`config.mk`:
```
export PLATFORM = sky130hd
export DESIGN_NAME = cport_power_ctl
export DESIGN_NICKNAME = d
export VERILOG_FILES = /design/src/rtl/cport_pkg.sv /design/src/rtl/cport_lane.sv /design/src/rtl/cport_node_flags.sv /design/src/rtl/cport_power_ctl.sv
export SDC_FILE = /design/constraint.sdc
export NUM_CORES = 1
export LEC_CHECK = 0
export ABC_AREA = 1
export BUFFER_PORTS_ARGS = -buffer_cell sky130_fd_sc_hd__buf_2
export CORE_ASPECT_RATIO = 0.9
export CORE_MARGIN = 8
export CORE_UTILIZATION = 43
export CTS_BUF_LIST = sky130_fd_sc_hd__clkbuf_8
export CTS_CLUSTER_SIZE = 10
export DETAILED_ROUTE_END_ITERATION = 7
export PLACE_DENSITY = 0.69
export SKIP_CTS_REPAIR_TIMING = 1
export SYNTH_ARGS = -nofsm -noshare
export SYNTH_HDL_FRONTEND = slang
export SYNTH_SLANG_ARGS = --single-unit
```
`constraint.sdc`:
```
create_clock -name clk -period 1.3 [get_ports clk]
set_clock_uncertainty 0.05 [all_clocks]
set_input_delay 0.13 -clock clk [delete_from_list [all_inputs] [get_ports clk]]
set_output_delay 0.13 -clock clk [all_outputs]
set_load 0.01 [all_outputs]
```
`src/rtl/cport_pkg.sv`:
```
package cport_pkg;

  typedef enum logic [1:0] {
    PS_OFF  = 2'd0,
    PS_ACT  = 2'd1,
    PS_SUSP = 2'd2
  } pstate_t;

  // Next port state; power-down beats link disable beats strobes.
  function automatic pstate_t next_pstate(
    input pstate_t cur,
    input logic    pd,
    input logic    ldis,
    input logic    conn,
    input logic    sreq,
    input logic    rsm
  );
    pstate_t n;
    n = cur;
    if (pd || ldis) begin
      n = PS_OFF;
    end else begin
      case (cur)
        PS_OFF:  n = conn ? PS_ACT : PS_OFF;
        PS_ACT:  n = !conn ? PS_OFF : (sreq ? PS_SUSP : PS_ACT);
        PS_SUSP: n = rsm ? (conn ? PS_ACT : PS_OFF) : PS_SUSP;
        default: n = PS_OFF;
      endcase
    end
    return n;
  endfunction

  // Transceiver may run only when the port is active and arbitration allows it.
  function automatic logic xcvr_ok(input pstate_t nxt, input logic arb);
    return (nxt == PS_ACT) && !arb;
  endfunction

  // Bias generator runs unless powered down, link-disabled or suspended.
  function automatic logic bias_ok(input pstate_t nxt, input logic pd, input logic ldis);
    return !pd && !ldis && (nxt != PS_SUSP);
  endfunction

  // Wake event seen by a suspended port.
  function automatic logic wake_event(
    input pstate_t cur,
    input logic    conn,
    input logic    conn_q,
    input logic    bin,
    input logic    bin_q
  );
    return (cur == PS_SUSP) && ((conn != conn_q) || (bin && !bin_q));
  endfunction

endpackage

```
`src/rtl/cport_lane.sv`:
```
module cport_lane
  import cport_pkg::*;
(
  input  logic clk,
  input  logic rst_n,
  input  logic pwr_down_i,
  input  logic conn_i,
  input  logic bias_in_i,
  input  logic arb_off_i,
  input  logic link_dis_i,
  input  logic susp_req_i,
  input  logic resume_i,
  output logic xcvr_en_o,
  output logic bias_en_o,
  output logic cdmon_en_o,
  output logic resume_req_o,
  output logic susp_nxt_o,
  output logic susp_now_o
);

  pstate_t st_q;
  pstate_t st_d;
  logic    conn_q;
  logic    bin_q;
  logic    wake_evt;
  logic    bias_d;
  logic    xcvr_d;

  assign st_d       = next_pstate(st_q, pwr_down_i, link_dis_i, conn_i, susp_req_i, resume_i);
  assign wake_evt   = wake_event(st_q, conn_i, conn_q, bias_in_i, bin_q);
  assign bias_d     = bias_ok(st_d, pwr_down_i, link_dis_i);
  assign xcvr_d     = xcvr_ok(st_d, arb_off_i);
  assign susp_nxt_o = (st_d == PS_SUSP);
  assign susp_now_o = (st_q == PS_SUSP);

  always_ff @(posedge clk or negedge rst_n) begin
    if (!rst_n) begin
      st_q         <= PS_OFF;
      conn_q       <= 1'b0;
      bin_q        <= 1'b0;
      xcvr_en_o    <= 1'b0;
      bias_en_o    <= 1'b0;
      cdmon_en_o   <= 1'b1;
      resume_req_o <= 1'b0;
    end else begin
      st_q         <= st_d;
      conn_q       <= conn_i;
      bin_q        <= bias_in_i;
      xcvr_en_o    <= xcvr_d;
      bias_en_o    <= bias_d;
      cdmon_en_o   <= ~bias_d;
      resume_req_o <= wake_evt;
    end
  end


  pd_off_chk: assert property (@(posedge clk) disable iff (!rst_n)
    pwr_down_i |=> (!xcvr_en_o && !bias_en_o && st_q == PS_OFF));


  xcvr_block_chk: assert property (@(posedge clk) disable iff (!rst_n)
    (!conn_i || arb_off_i) |=> !xcvr_en_o);


  link_bias_chk: assert property (@(posedge clk) disable iff (!rst_n)
    link_dis_i |=> !bias_en_o);


  susp_quiet_chk: assert property (@(posedge clk) disable iff (!rst_n)
    (st_q == PS_SUSP) |-> (!xcvr_en_o && !bias_en_o));


  wake_src_chk: assert property (@(posedge clk) disable iff (!rst_n)
    resume_req_o |-> ($past(st_q) == PS_SUSP));

endmodule

```
`src/rtl/cport_node_flags.sv`:
```
module cport_node_flags #(
  parameter int NPORTS = 3
) (
  input  logic              clk,
  input  logic              rst_n,
  input  logic [NPORTS-1:0] conn_i,
  input  logic [NPORTS-1:0] susp_nxt_i,
  input  logic [NPORTS-1:0] susp_now_i,
  output logic              cable_idle_o,
  output logic              core_pd_o
);

  logic no_cable;
  logic all_susp;

  assign no_cable = ~|conn_i;
  assign all_susp = &susp_nxt_i;

  // Cable-idle keeps tracking through reset: deliberately no reset term.
  always_ff @(posedge clk) begin
    cable_idle_o <= no_cable;
  end

  always_ff @(posedge clk or negedge rst_n) begin
    if (!rst_n) core_pd_o <= 1'b0;
    else        core_pd_o <= all_susp;
  end


  idle_track_chk: assert property (@(posedge clk) disable iff (!rst_n)
    cable_idle_o == $past(~|conn_i));


  core_pd_chk: assert property (@(posedge clk) disable iff (!rst_n)
    core_pd_o |-> (&susp_now_i));


  core_pd_up_chk: assert property (@(posedge clk) disable iff (!rst_n)
    (&susp_now_i) |-> core_pd_o);

endmodule

```
`src/rtl/cport_power_ctl.sv`:
```
module cport_power_ctl #(
  parameter int NPORTS = 3
) (
  input  logic              clk,
  input  logic              rst_n,
  input  logic              pwr_down_i,
  input  logic [NPORTS-1:0] conn_i,
  input  logic [NPORTS-1:0] bias_in_i,
  input  logic [NPORTS-1:0] arb_off_i,
  input  logic [NPORTS-1:0] link_dis_i,
  input  logic [NPORTS-1:0] susp_req_i,
  input  logic [NPORTS-1:0] resume_i,
  output logic [NPORTS-1:0] xcvr_en_o,
  output logic [NPORTS-1:0] bias_en_o,
  output logic [NPORTS-1:0] cdmon_en_o,
  output logic [NPORTS-1:0] resume_req_o,
  output logic              cable_idle_o,
  output logic              core_pd_o
);

  logic [NPORTS-1:0] susp_nxt;
  logic [NPORTS-1:0] susp_now;

  for (genvar p = 0; p < NPORTS; p++) begin : g_lane
    cport_lane u_lane (
      .clk          (clk),
      .rst_n        (rst_n),
      .pwr_down_i   (pwr_down_i),
      .conn_i       (conn_i[p]),
      .bias_in_i    (bias_in_i[p]),
      .arb_off_i    (arb_off_i[p]),
      .link_dis_i   (link_dis_i[p]),
      .susp_req_i   (susp_req_i[p]),
      .resume_i     (resume_i[p]),
      .xcvr_en_o    (xcvr_en_o[p]),
      .bias_en_o    (bias_en_o[p]),
      .cdmon_en_o   (cdmon_en_o[p]),
      .resume_req_o (resume_req_o[p]),
      .susp_nxt_o   (susp_nxt[p]),
      .susp_now_o   (susp_now[p])
    );
  end

  cport_node_flags #(.NPORTS(NPORTS)) u_flags (
    .clk          (clk),
    .rst_n        (rst_n),
    .conn_i       (conn_i),
    .susp_nxt_i   (susp_nxt),
    .susp_now_i   (susp_now),
    .cable_idle_o (cable_idle_o),
    .core_pd_o    (core_pd_o)
  );


  rst_quiet_chk: assert property (@(posedge clk) disable iff (!rst_n)
    $rose(rst_n) |-> (xcvr_en_o == '0 && resume_req_o == '0 && !core_pd_o));

endmodule

```
==> impl_metrics.py <==
metrics = {
    "grt": {
        "antenna_found_initial": 0,
        "grt_first_pass_wirelength_microns": 3240,
        "grt_pass1_vias": 776,
        "grt_use_total_pct": 9.31,
        "grt_overflow_total": 0,
        "grt_max_degree": 26,
    },
    "yosys": {
        "netlist_area_sq_um": 1080,
        "seq_area_frac_synth_pct": 60.3,
        "synth-xor-area-share_pct": 0.813,
        "synth_area_leader_cell": "dfrtp_1",
        "syn_area_per_cell_sq_um": 9.88,
        "synth_cells": 109,
        "synth_edf_count": 0,
        "dominantRegCellSynth": "dfrtp_1",
        "synthArstFlopShare_pct": 96.2,
        "syn_nets": 130,
        "ys_ff_latch": 26,
        "synth_top_family_by_area": "simple AND/OR/NAND/NOR gates",
        "yosys.area.top_type_share_pct": 51.1,
        "synthMuxAreaShare_pct": 0,
        "synthSimpleGateAreaFrac_pct": 17.9,
        "synth-compound-area-share_pct": 6.04,
        "synth.most_common_cell": "dfrtp_1",
        "synth_commonest_cells": "22 x dfrtp_1, 15 x inv_1, 15 x nand2_1, 12 x buf_4, 7 x nor2_1",
        "yosysUniqueCellTypes": 24,
        "yosysWarnings": 0,
        "synth-adder-area-share_pct": 0,
        "synthTopCellsByArea": "dfrtp_1 51%, buf_4 8.4%, dfstp_2 7.3%",
    },
    "clock_network": {
        "root_buffer": "clkbuf_8",
        "clk_pin_slew_ns": 0.09,
        "cts_htree_levels": 1,
        "cts_tree": "yes",
        "clk_latency_ns": 0.26,
        "cts.sinks": 26,
        "cts_buffer_depth": 2,
        "cts_buffers": 3,
    },
    "setup_path": {
        "worstPathArrival_ns": 1.33,
        "slowest_stage": "dlygate4sd3_1",
        "cp-end-kind": "flop",
        "crit_fanout": 4,
        "critPathTopFamily": "buffers and inverters",
        "worst-setup-path-type": "in -> reg",
        "r2r_slack_ns": 0.16,
        "crit_chain": "dlygate4sd3_1 > buf_2 > inv_2 > nor2_2 > nand2_1 > a21oi_2 > nand2_1 > nor2_2",
        "start_kind": "input pin",
        "worst-path-buf-inv": 3,
        "max_stage_delay_ns": 0.53,
        "required_ns": 1.45,
    },
    "floorplanning": {
        "pin_count": 35,
        "die_height_microns": 63.5,
        "initial_core_util_pct": 44.4,
        "fp.dieW_microns": 68.8,
        "core-area_sq_um": 2420,
        "row_count": 17,
        "die_area_sq_um": 4370,
    },
    "timing": {
        "worstMarginPinSlew_ns": 0.546,
        "fmax_mhz": 849,
        "timing.final.crit_period_ns": 1.18,
        "rsz0062_at_grt": "no",
        "setup_viol": 0,
        "relSlewSlack_pct": 63.6,
        "fin_crit_sh_pct": 90.6,
        "hold_viol": 0,
        "slew_violations": 0,
        "tns_ns": 0,
    },
    "route": {
        "vias_per_cell": 4.48,
        "via_count": 775,
        "drt-total-wl_microns": 2080,
        "wl_per_cell_microns": 12.0,
        "drtIter0Drc": 13,
        "first_pass_iters": 4,
        "drc": 0,
        "final_antenna_net_count": 0,
    },
    "power_and_ir_drop": {
        "finalPower_uw": 1430,
        "power_density_nw_per_um2": 1070,
        "p_seq_share_pct": 59.3,
        "pwr-share-clk_pct": 30.5,
        "cellLeakagePower_uw": 0.000721,
        "ir_drop_v": 0.000577,
        "p_sw_uw": 312,
        "swShare_pct": 21.8,
        "internal-power_uw": 1120,
        "pwr-share-comb_pct": 10.2,
    },
    "flow_run": {
        "maxCapViolations": 0,
    },
    "finish": {
        "drive_gt1_share_pct": 36.6,
        "antenna_cells": 0,
        "syn2layout_area_growth_pct": 24.2,
        "fin_util_pct": 55.2,
        "design_area_sq_um": 1340,
        "nNetsFinal": 167,
    },
    "placed_design": {
        "placed_area_sq_um": 1190,
        "port_buffers": 34,
        "finalWeightedCongestion": 0.771,
        "hpwl_microns": 1580,
    },
    "worst_hold_path": {
        "worstHoldPathType": "in -> reg",
    },
    "status": {
        "run_status": "complete, no violations",
    },
}
worst reg2reg max path, cell delays in order (launching register included):
cell and delay [ns]:
dfrtp_1 0.41, inv_2 0.08, nand2_2 0.05, or2_1 0.20, nand2_1 0.07, nand2_2 0.07, nand2_2 0.09, inv_2 0.03
through the flow:
| step | setup WS (ns) | hold slack [ns] | std cells |
|---|---|---|---|
| floorplan | 0.242 | -0.216 | 109 |
| global placement | 0.213 | 0.0928 | 159 |
| detailed placement | 0.176 | 0.0990 | 159 |
| CTS | 0.167 | -0.187 | 163 |
| global route | 0.0282 | 0.0977 | 173 |
| finish | 0.122 | 0.0771 | 173 |
power groups by stage:
stage	combinational, uW	clock [uW]	sequential, uW
finish	147	436	848
global route	164	485	852
CTS	127	452	848
detailed placement	127	0	864
global placement	122	0	863
floorplan	67.2	0	863
registers in the layout, summed over array words and instances, names as in the netlist:
register                    cells
g_lane.u_lane.bias_en_o         3
g_lane.u_lane.bin_q             3
g_lane.u_lane.cdmon_en_o        3
g_lane.u_lane.conn_q            3
g_lane.u_lane.resume_req_o      3
g_lane.u_lane.st_q              6
g_lane.u_lane.xcvr_en_o         3
u_flags.cable_idle_o            1
u_flags.core_pd_o               1
final timing paths:
kind	cells past startpoint	from	endpoint
hold / removal	3	link_dis_i[1]	g_lane[1].u_lane.cdmon_en_o
max in group asynchronous	2	rst_n	g_lane[0].u_lane.cdmon_en_o
hold reg to reg	3	g_lane[1].u_lane.bin_q	g_lane[1].u_lane.resume_req_o
setup reg to reg	7	g_lane[2].u_lane.st_q[0]	g_lane[2].u_lane.bias_en_o
setup / recovery	8	conn_i[0]	u_flags.core_pd_o
min in group asynchronous	2	rst_n	g_lane[1].u_lane.st_q[0]
cell type report:
type                    count  area [sq um]
well taps                  28          35.0
clock buffers               3          41.3
repair buffers             44           270
fillers                   221          1090
clock inverters             1          3.75
multi-input cells          52           267
flip-flops and latches     26           649
inverters                  19          71.3
layer usage:
metal  wire [microns]  track usage (%)  up-vias
li1                 -                -      394
met1              895             11.1      358
met2              997             15.7       21
met3              183             3.18        2
met4                6             1.75        0
met5                0                0        -
cells by family after synthesis:
kind of cell | Yosys count
AO/OA/AOI/OAI | 10
XOR/XNOR | 1
buffers and inverters | 31
flip-flops | 26
AND/OR/NAND/NOR | 41
cells in the final DEF (no fill, tap or decap):
cell type | Yosys | final
inv_2 | 3 | 3
nand2_1 | 15 | 15
a21boi_0 | 1 | 1
o21ai_0 | 2 | 2
dfstp_2 | 3 | 3
a21boi_2 | 1 | 1
nand4_1 | 1 | 1
dlygate4sd3_1 | 0 | 10
or2_1 | 1 | 1
nor3_1 | 3 | 3
nand3b_1 | 1 | 1
xnor2_1 | 1 | 1
nand3_1 | 5 | 5
dfxtp_1 | 1 | 1
or2_2 | 2 | 2
nand2_2 | 4 | 4
a31oi_1 | 2 | 2
nor2_2 | 2 | 2
a21oi_2 | 1 | 1
clkbuf_8 | 0 | 3
a21oi_1 | 3 | 3
buf_2 | 0 | 34
nor2_1 | 7 | 7
dfrtp_1 | 22 | 22
clkinv_1 | 1 | 1
inv_1 | 15 | 16
(Power assumes the default switching activity.)
